==> src/rtl/pa_seq_pkg.sv <==
`timescale 1ns/1ps
package pa_seq_pkg;

  typedef enum logic {SLOT_RX = 1'b0, SLOT_TX = 1'b1} slot_e;

  function automatic int unsigned max2(input int unsigned a, input int unsigned b);
    return (a > b) ? a : b;
  endfunction

  // counter width able to hold 0..n
  function automatic int unsigned ctr_width(input int unsigned n);
    return (n < 2) ? 1 : $clog2(n + 1);
  endfunction

  // whole ticks covering a time span, rounded up
  function automatic int unsigned ns_to_ticks(input int unsigned ns, input int unsigned tick_ps);
    return (ns * 1000 + tick_ps - 1) / tick_ps;
  endfunction

endpackage

==> src/rtl/psq_rx_sync.sv <==
`timescale 1ns/1ps
module psq_rx_sync (
  input  logic clk,
  input  logic rst_n,
  input  logic d_i,
  output logic lvl_o,
  output logic rise_o,
  output logic fall_o
);
  logic s1_q, s2_q, last_q;

  always_ff @(posedge clk or negedge rst_n) begin
    if (!rst_n) begin
      s1_q   <= 1'b1;
      s2_q   <= 1'b1;
      last_q <= 1'b1;
    end else begin
      s1_q   <= d_i;
      s2_q   <= s1_q;
      last_q <= s2_q;
    end
  end

  assign lvl_o  = s2_q;
  assign rise_o = s2_q & ~last_q;
  assign fall_o = ~s2_q & last_q;


  sync_depth_chk: assert property (@(posedge clk) disable iff (!rst_n)
    rise_o |-> $past(d_i, 2));
endmodule

==> src/rtl/psq_delay_ctr.sv <==
`timescale 1ns/1ps
module psq_delay_ctr #(
  parameter int unsigned LIMIT = 64,
  parameter int unsigned TAP   = 64
) (
  input  logic clk,
  input  logic rst_n,
  input  logic start_i,
  input  logic clr_i,
  output logic done_o,
  output logic tap_o
);
  import pa_seq_pkg::*;
  localparam int unsigned CW = ctr_width(max2(LIMIT, TAP));
  localparam logic [CW-1:0] LIM_V = CW'(LIMIT);
  localparam logic [CW-1:0] TAP_V = CW'(TAP);

  logic [CW-1:0] cnt_q;
  logic          running;

  assign running = (cnt_q != '0) && (cnt_q < LIM_V);

  always_ff @(posedge clk or negedge rst_n) begin
    if (!rst_n)          cnt_q <= '0;
    else if (clr_i)      cnt_q <= '0;
    else if (start_i)    cnt_q <= CW'(1);
    else if (running)    cnt_q <= cnt_q + CW'(1);
  end

  assign done_o = (cnt_q == LIM_V);
  assign tap_o  = (cnt_q == TAP_V);


  ctr_step_chk: assert property (@(posedge clk) disable iff (!rst_n)
    (running && !clr_i && !start_i) |=> (cnt_q == $past(cnt_q) + CW'(1)));

  ctr_clear_chk: assert property (@(posedge clk) disable iff (!rst_n)
    clr_i |=> !done_o);
endmodule

==> src/rtl/psq_fault_hold.sv <==
`timescale 1ns/1ps
module psq_fault_hold (
  input  logic clk,
  input  logic rst_n,
  input  logic arm_i,
  input  logic clr_i,
  input  logic fault_i,
  output logic held_o
);
  always_ff @(posedge clk or negedge rst_n) begin
    if (!rst_n)                held_o <= 1'b0;
    else if (clr_i)            held_o <= 1'b0;
    else if (arm_i && fault_i) held_o <= 1'b1;
  end


  fault_sticky_chk: assert property (@(posedge clk) disable iff (!rst_n)
    (held_o && !clr_i) |=> held_o);

  fault_rx_ignore_chk: assert property (@(posedge clk) disable iff (!rst_n)
    (!held_o && !arm_i) |=> !held_o);
endmodule

==> src/rtl/pa_slot_sequencer.sv <==
`timescale 1ns/1ps
module pa_slot_sequencer #(
  parameter int unsigned TX_ON_CLKS  = 64,
  parameter int unsigned RECAL_CLKS  = 7,
  parameter int unsigned RX_RDY_CLKS = 72
) (
  input  logic clk,
  input  logic rst_n,
  input  logic rx_en_i,
  input  logic pll_lock_i,
  input  logic vlow_i,
  input  logic pwr_bit_i,
  output logic pa_en_o,
  output logic recal_o,
  output logic rx_ready_o,
  output logic tpc_oe_o,
  output logic tpc_dat_o
);
  import pa_seq_pkg::*;

  logic  rx_lvl, rise_evt, fall_evt;
  slot_e slot;
  logic  tx_done, tx_tap_unused;
  logic  rx_done, recal_tap;
  logic  fault_now, fault_held;
  logic  pwr_q;

  psq_rx_sync u_sync (
    .clk(clk), .rst_n(rst_n), .d_i(rx_en_i),
    .lvl_o(rx_lvl), .rise_o(rise_evt), .fall_o(fall_evt)
  );

  assign slot = rx_lvl ? SLOT_RX : SLOT_TX;

  psq_delay_ctr #(.LIMIT(TX_ON_CLKS), .TAP(TX_ON_CLKS)) u_tx_ctr (
    .clk(clk), .rst_n(rst_n), .start_i(fall_evt), .clr_i(rise_evt),
    .done_o(tx_done), .tap_o(tx_tap_unused)
  );

  psq_delay_ctr #(.LIMIT(RX_RDY_CLKS), .TAP(RECAL_CLKS)) u_rx_ctr (
    .clk(clk), .rst_n(rst_n), .start_i(rise_evt), .clr_i(fall_evt),
    .done_o(rx_done), .tap_o(recal_tap)
  );

  assign fault_now = ~pll_lock_i | vlow_i;

  psq_fault_hold u_fault (
    .clk(clk), .rst_n(rst_n), .arm_i(slot == SLOT_TX), .clr_i(rise_evt),
    .fault_i(fault_now), .held_o(fault_held)
  );

  always_ff @(posedge clk or negedge rst_n) begin
    if (!rst_n)        pwr_q <= 1'b0;
    else if (fall_evt) pwr_q <= pwr_bit_i;
  end

  assign pa_en_o    = (slot == SLOT_TX) & tx_done & ~fault_held & ~fault_now;
  assign recal_o    = (slot == SLOT_RX) & recal_tap;
  assign rx_ready_o = (slot == SLOT_RX) & rx_done;
  assign tpc_oe_o   = pwr_q;
  assign tpc_dat_o  = 1'b0;


  pa_off_rx_chk: assert property (@(posedge clk) disable iff (!rst_n)
    rise_evt |-> !pa_en_o);

  pa_fault_chk: assert property (@(posedge clk) disable iff (!rst_n)
    fault_held |-> !pa_en_o);

  recal_single_chk: assert property (@(posedge clk) disable iff (!rst_n)
    recal_o |=> !recal_o);

  ready_excl_chk: assert property (@(posedge clk) disable iff (!rst_n)
    !(rx_ready_o && pa_en_o));

  tpc_edge_chk: assert property (@(posedge clk) disable iff (!rst_n)
    !$stable(tpc_oe_o) |-> $past(fall_evt));
endmodule

==> config.mk <==
export PLATFORM = sky130hd
export DESIGN_NAME = pa_slot_sequencer
export DESIGN_NICKNAME = d
export VERILOG_FILES = /design/src/rtl/pa_seq_pkg.sv /design/src/rtl/psq_rx_sync.sv /design/src/rtl/psq_delay_ctr.sv /design/src/rtl/psq_fault_hold.sv /design/src/rtl/pa_slot_sequencer.sv
export SDC_FILE = /design/constraint.sdc
export NUM_CORES = 1
export LEC_CHECK = 0
export ABC_CLOCK_PERIOD_IN_PS = 2960
export CAP_MARGIN = 10
export CORE_ASPECT_RATIO = 0.75
export CORE_MARGIN = 2
export CORE_UTILIZATION = 45
export DETAILED_ROUTE_END_ITERATION = 16
export DONT_BUFFER_PORTS = 1
export PLACE_DENSITY = 0.67
export SETUP_SLACK_MARGIN = 0.02
export SKIP_LAST_GASP = 1
export SYNTH_ARGS = -nofsm -noshare
export SYNTH_HDL_FRONTEND = slang
export SYNTH_HIERARCHICAL = 1
export SYNTH_SLANG_ARGS = --single-unit
==> constraint.sdc <==
create_clock -name clk -period 2.96 [get_ports clk]
set_input_delay 0.148 -clock clk [delete_from_list [all_inputs] [get_ports clk]]
set_output_delay 0.148 -clock clk [all_outputs]
set_load 0.005 [all_outputs]
==> results of run 1 <==
worst min path at each step:
| stage | endpoint | start |
|---|---|---|
| final | u_fault/held_o | pll_lock_i |
| after CTS | u_fault/held_o | pll_lock_i |
| after global placement | u_rx_ctr/cnt_q[6] | rst_n |
| after global routing | u_fault/held_o | pll_lock_i |
| after detailed placement | u_rx_ctr/cnt_q[6] | rst_n |
| after floorplan | tpc_oe_o | rst_n |
through the flow:
stage	power [W]	worst slack [ns]	hold WS (ns)
2_1_floorplan	0.000549	1.32	-0.148
5_1_grt	0.000785	0.916	0.0904
6_report	0.000723	1.04	0.0806
4_1_cts	0.000738	1.03	0.0665
3_3_place_gp	0.000585	1.21	-0.147
3_5_place_dp	0.000593	1.06	-0.147
metal layers:
| layer | up-vias | share of wire (%) | global-route usage, % |
|---|---|---|---|
| met5 | - | 0 | 0 |
| met4 | 0 | 0.80 | 5.65 |
| met3 | 2 | 4.2 | 5.90 |
| met2 | 17 | 38 | 21.5 |
| met1 | 360 | 57 | 23.4 |
| li1 | 382 | - | - |
critical path: cells and delay by family (launching register included):
family	cells	cell delay, ns
compound gates	1	0.33
flops	1	0.61
simple gates	3	0.88
flip-flops by register name, indices dropped and copies added (netlist names):
register,cells
u_tx_ctr/cnt_q,7
u_sync/last_q,1
u_sync/s1_q,1
u_sync/lvl_o,1
tpc_oe_o,1
u_fault/held_o,1
u_rx_ctr/cnt_q,7
cell type report:
| class | instances | area (um2) | area share, % |
|---|---|---|---|
| multi-input cells | 77 | 582 | 49.1 |
| clock buffers | 4 | 26.3 | 2.22 |
| inverters | 7 | 26.3 | 2.22 |
| repair buffers | 3 | 30.0 | 2.53 |
| flip-flops and latches | 19 | 479 | 40.4 |
| well taps | 34 | 42.5 | 3.59 |
power by group through the flow:
| stage | clock network [W] | registers (W) | logic, W |
|---|---|---|---|
| finish | 0.000128 | 0.000353 | 0.000243 |
| global route | 0.000148 | 0.000360 | 0.000276 |
| CTS | 0.000141 | 0.000353 | 0.000245 |
| floorplan | 0 | 0.000347 | 0.000201 |
| detailed placement | 0 | 0.000358 | 0.000235 |
| global placement | 0 | 0.000356 | 0.000229 |
placed cells by master, fill, tap and decap left out, types with 2 or more instances in the layout:
master and instances:
and3_1 3, mux2i_1 2, nor2b_1 2, inv_1 7
ha_1 4, and2_1 2, xor2_1 2, nor4b_4 2
nor2_1 10, o21ai_0 5, dlygate4sd3_1 3, a2111oi_2 3
clkbuf_4 3, dfrtp_1 16, dfstp_2 3, and3_2 2
nand2_1 7, or2_2 2, nand3_1 2, or3_1 4
a21oi_1 8
timing repair:
action | CTS | global route
setup buffers | 0 | 0
endpoints found under the hold margin | 21 | 0
hold buffers | 3 | 0
==> results.cfg, run 1 <==
[place]
io_buffers = 0
gp_congestion = 0.833
place_area_um2 = 1130
dp_hpwl_mm = 1.37
place_inst = 137

[logic_synthesis]
synth_cells = 104
avgSynthCellArea_um2 = 10.5
ys_warn_count = 6
syn-cell-area_um2 = 1090
synthesis.nets = 114

[setup_path]
worstReg2RegStart = u_sync/lvl_o
cp-end-kind = register
critPathMaxFanout = 8
critPathSlowestCell = dfstp_2
max_stage_delay_ns = 0.61
path_cells = nor2b_1, nor2_1, and3_1, a2111oi_2
r2r_cells = 4
required_ns = 3.15
crit_path_start = u_sync/lvl_o
reg2reg_slack_ns = 1.04
cp.arrival_ns = 2.11
reg2reg_to = u_rx_ctr/cnt_q[0]
path_class = reg -> reg
cp-endpoint = u_rx_ctr/cnt_q[0]
start_kind = register

[pwr]
switchingPower_w = 0.000252
clkPwrFrac_pct = 17.6
ir_drop_mv = 0.299
p_leak_nw = 0.512
pwr-share-comb_pct = 33.6
p_sw_share_pct = 34.9
power.density_nw_per_um2 = 610
p_seq_share_pct = 48.8
power.internal_w = 0.000471

[finish]
final_area_um2 = 1190
fin_cells = 144
fillers = 217
nets = 121
post-route-util_pct = 51.4
drive_gt1_share_pct = 20.9
diodes = 0
area_growth_pct = 8.34

[drt]
dr.pass1.iters = 4
ant_nets = 0
wl_per_cell_um = 13.1
wl_mm = 1.88
remaining_drc_errors = 0
vias_per_cell = 5.28
drt-initial-drc-count = 17
route.vias.total = 761

[sta]
fin_setup_tns_ns = 0
rsz0062_at_grt = no
slew_viol_final = 0
max-slew-margin-rel_pct = 41.8
finalHoldViolations = 0
fmax_mhz = 521
fin_crit_sh_pct = 64.8
period_minus_slack_ns = 1.92
setup_viol = 0
skew_ns = 0.00850
worst_pin_slew_ns = 0.870

[global_routing]
gr-total-overflow = 0
antenna_found_initial = 0
grt_pass1_wl_mm = 3.19
grt_usage_pct = 16.0
grt_max_degree = 20
grt_pass1_vias = 703

[cts]
path_clk_slew_ns = 0.11
cts_tree = yes
cts_buffer_depth = 2
htree_levels = 1
cts-root-buf = clkbuf_4
numCtsBuffers = 3
clk_latency_ns = 0.29
cts_sinks = 19
ctsResizeCount = 0

[floorplanning]
row_count = 15
die-width_um = 61.0
initial_utilization_pct = 47.4
core_um2 = 2310
ios = 11
die-area_um2 = 2850
dieHeight_um = 46.7

[run_status]
outcome = completed

[run]
drv_cap = 0

[min_path]
hold_class = in -> reg
whs_path_depth = 3
(Power assumes the default switching activity.)
==> run 2, diff against run 1 <==
--- a/config.mk
+++ b/config.mk
@@ -5,7 +5,7 @@
 export SDC_FILE = /design/constraint.sdc
 export NUM_CORES = 1
 export LEC_CHECK = 0
-export ABC_CLOCK_PERIOD_IN_PS = 2960
+export ABC_CLOCK_PERIOD_IN_PS = 1800
 export CAP_MARGIN = 10
 export CORE_ASPECT_RATIO = 0.75
 export CORE_MARGIN = 2
==> constraint.sdc (replaced) <==
create_clock -name clk -period 1.8 [get_ports clk]
set_input_delay 0.09 -clock clk [delete_from_list [all_inputs] [get_ports clk]]
set_output_delay 0.09 -clock clk [all_outputs]
set_load 0.005 [all_outputs]
==> results.cfg, run 2 (synthesis results as in run 1) <==
[floorplanning]
ios = 11
row_count = 15
core_um2 = 2310
die-width_um = 61.0
dieHeight_um = 46.7
die-area_um2 = 2850
initial_utilization_pct = 47.4

[run]
drv_cap = 0

[sta]
setup_viol = 0
fin_hold_ws_ns = 0.0284
slew_viol_final = 0
skew_ns = 0.00435
layout_setup_ws_ns = 0.0909
rsz0062_at_grt = yes
finalHoldViolations = 0
worst_pin_slew_ns = 0.849
fin_crit_sh_pct = 94.9
fmax_mhz = 585
period_minus_slack_ns = 1.71
max-slew-margin-rel_pct = 43.2

[setup_path]
path_class = reg -> out
path_delay_family = simple AND/OR/NAND/NOR gates
critPathMaxFanout = 3
cp.depth = 5
cp-end-kind = output port
worstReg2RegStart = u_tx_ctr/cnt_q[1]
critPathSlowestCell = dfrtp_2
r2r_cells = 6
worst_path_most_repeated_cell = nor4b_4
required_ns = 1.71
cp.arrival_ns = 1.62
worst-path-buf-inv = 1
crit_path_start = u_tx_ctr/cnt_q[0]
start_kind = register
max_stage_delay_ns = 0.43
path_cells = inv_1, ha_1, nor4b_4, and3_2, nor4b_4

[finish]
diodes = 0
multi_input_area_um2 = 584
drive_gt1_share_pct = 26.3
fillers = 215
seq_area_um2 = 480
final_area_um2 = 1220
area_growth_pct = 11.5
final_cell_mix = dfrtp_1, nor2_1, a21oi_1
final_common_cell = dfrtp_1
reg_top3 = u_rx_ctr/cnt_q x7, u_tx_ctr/cnt_q x7
nets = 125

[cts]
cts-root-buf = clkbuf_4
cts_tree = yes
htree_levels = 1
cts_buffer_depth = 2
cts_sinks = 19
clk_latency_ns = 0.30
numCtsBuffers = 3
path_clk_slew_ns = 0.10

[place]
io_buffers = 0
dp_hpwl_mm = 1.47
pre_cts_ws_ns = 0.215
place_area_um2 = 1140
gp_congestion = 0.777

[pwr]
total_power_w = 0.00125
p_leak_nw = 0.534
ir_drop_mv = 0.565
power.density_nw_per_um2 = 1030

[global_routing]
grt_usage_pct = 16.9
grt_pass1_vias = 702
antenna_found_initial = 0
grt_max_degree = 20
gr-total-overflow = 0
grt_pass1_wl_mm = 3.33

[drt]
vias_per_cell = 5.32
dr.pass1.iters = 4
wl_mm = 1.95
drt-initial-drc-count = 32
ant_nets = 0
route.vias.total = 788
wl_per_cell_um = 13.2
remaining_drc_errors = 0

[min_path]
min_from = pll_lock_i
hold_class = in -> reg
whs_path_depth = 3

[run_status]
outcome = completed
-- run 2: power breakdown --
part | switching, W | total, W | internal, W
sequential | 0.0000821 | 0.000579 | 0.000496
combinational | 0.000229 | 0.000463 | 0.000233
clock | 0.000129 | 0.000212 | 0.0000828
total | 0.000441 | 0.00125 | 0.000813
-- run 2: per-layer routing --
layer	track usage, %	wire length [um]	vias up
met3	7.02	120	4
met2	22.4	836	25
met4	6.09	36	0
li1	-	-	391
met5	0	0	-
met1	24.6	956	368
-- run 2: worst register-to-register path: stages, from the launching register on --
cell and delay (ns):
dfrtp_1 0.44, inv_1 0.06, ha_1 0.19, nor4b_4 0.13, buf_4 0.15, or3_2 0.44
a21oi_1 0.13
-- run 2: final cells by class --
| class | count | area share (%) |
|---|---|---|
| repair buffers | 7 | 4.92 |
| clock inverters | 1 | 0.410 |
| well taps | 34 | 3.48 |
| inverters | 7 | 2.15 |
| clock buffers | 3 | 1.84 |
| multi-input cells | 77 | 47.8 |
| flip-flops and latches | 19 | 39.3 |
-- run 2: metrics by stage --
stage / instances / utilization, % / TNS (ns)
5_1_grt: 148 / 52.9 / -0.0167
3_5_place_dp: 139 / 49.6 / 0
4_1_cts: 147 / 52.4 / 0
6_report: 148 / 52.9 / 0
3_3_place_gp: 139 / 49.6 / 0
2_1_floorplan: 104 / - / 0
-- run 2: repair_timing --
item / CTS / global route
setup buffers: 1 / 1
hold buffers: 3 / 0
endpoints found under the hold margin: 21 / 0
pin swaps: 0 / 0
setup endpoints to repair: 1 / 2
gates resized for setup: 0 / 2
-- run 2: worst paths after layout --
kind                                endpoint  slack, ns
min in group asynchronous  u_rx_ctr/cnt_q[2]       0.33
hold reg to reg                 u_sync/lvl_o       0.36
setup reg to reg           u_tx_ctr/cnt_q[2]       0.19
max in group asynchronous  u_tx_ctr/cnt_q[0]       0.89
setup / recovery                     pa_en_o       0.09
hold / removal                u_fault/held_o       0.03
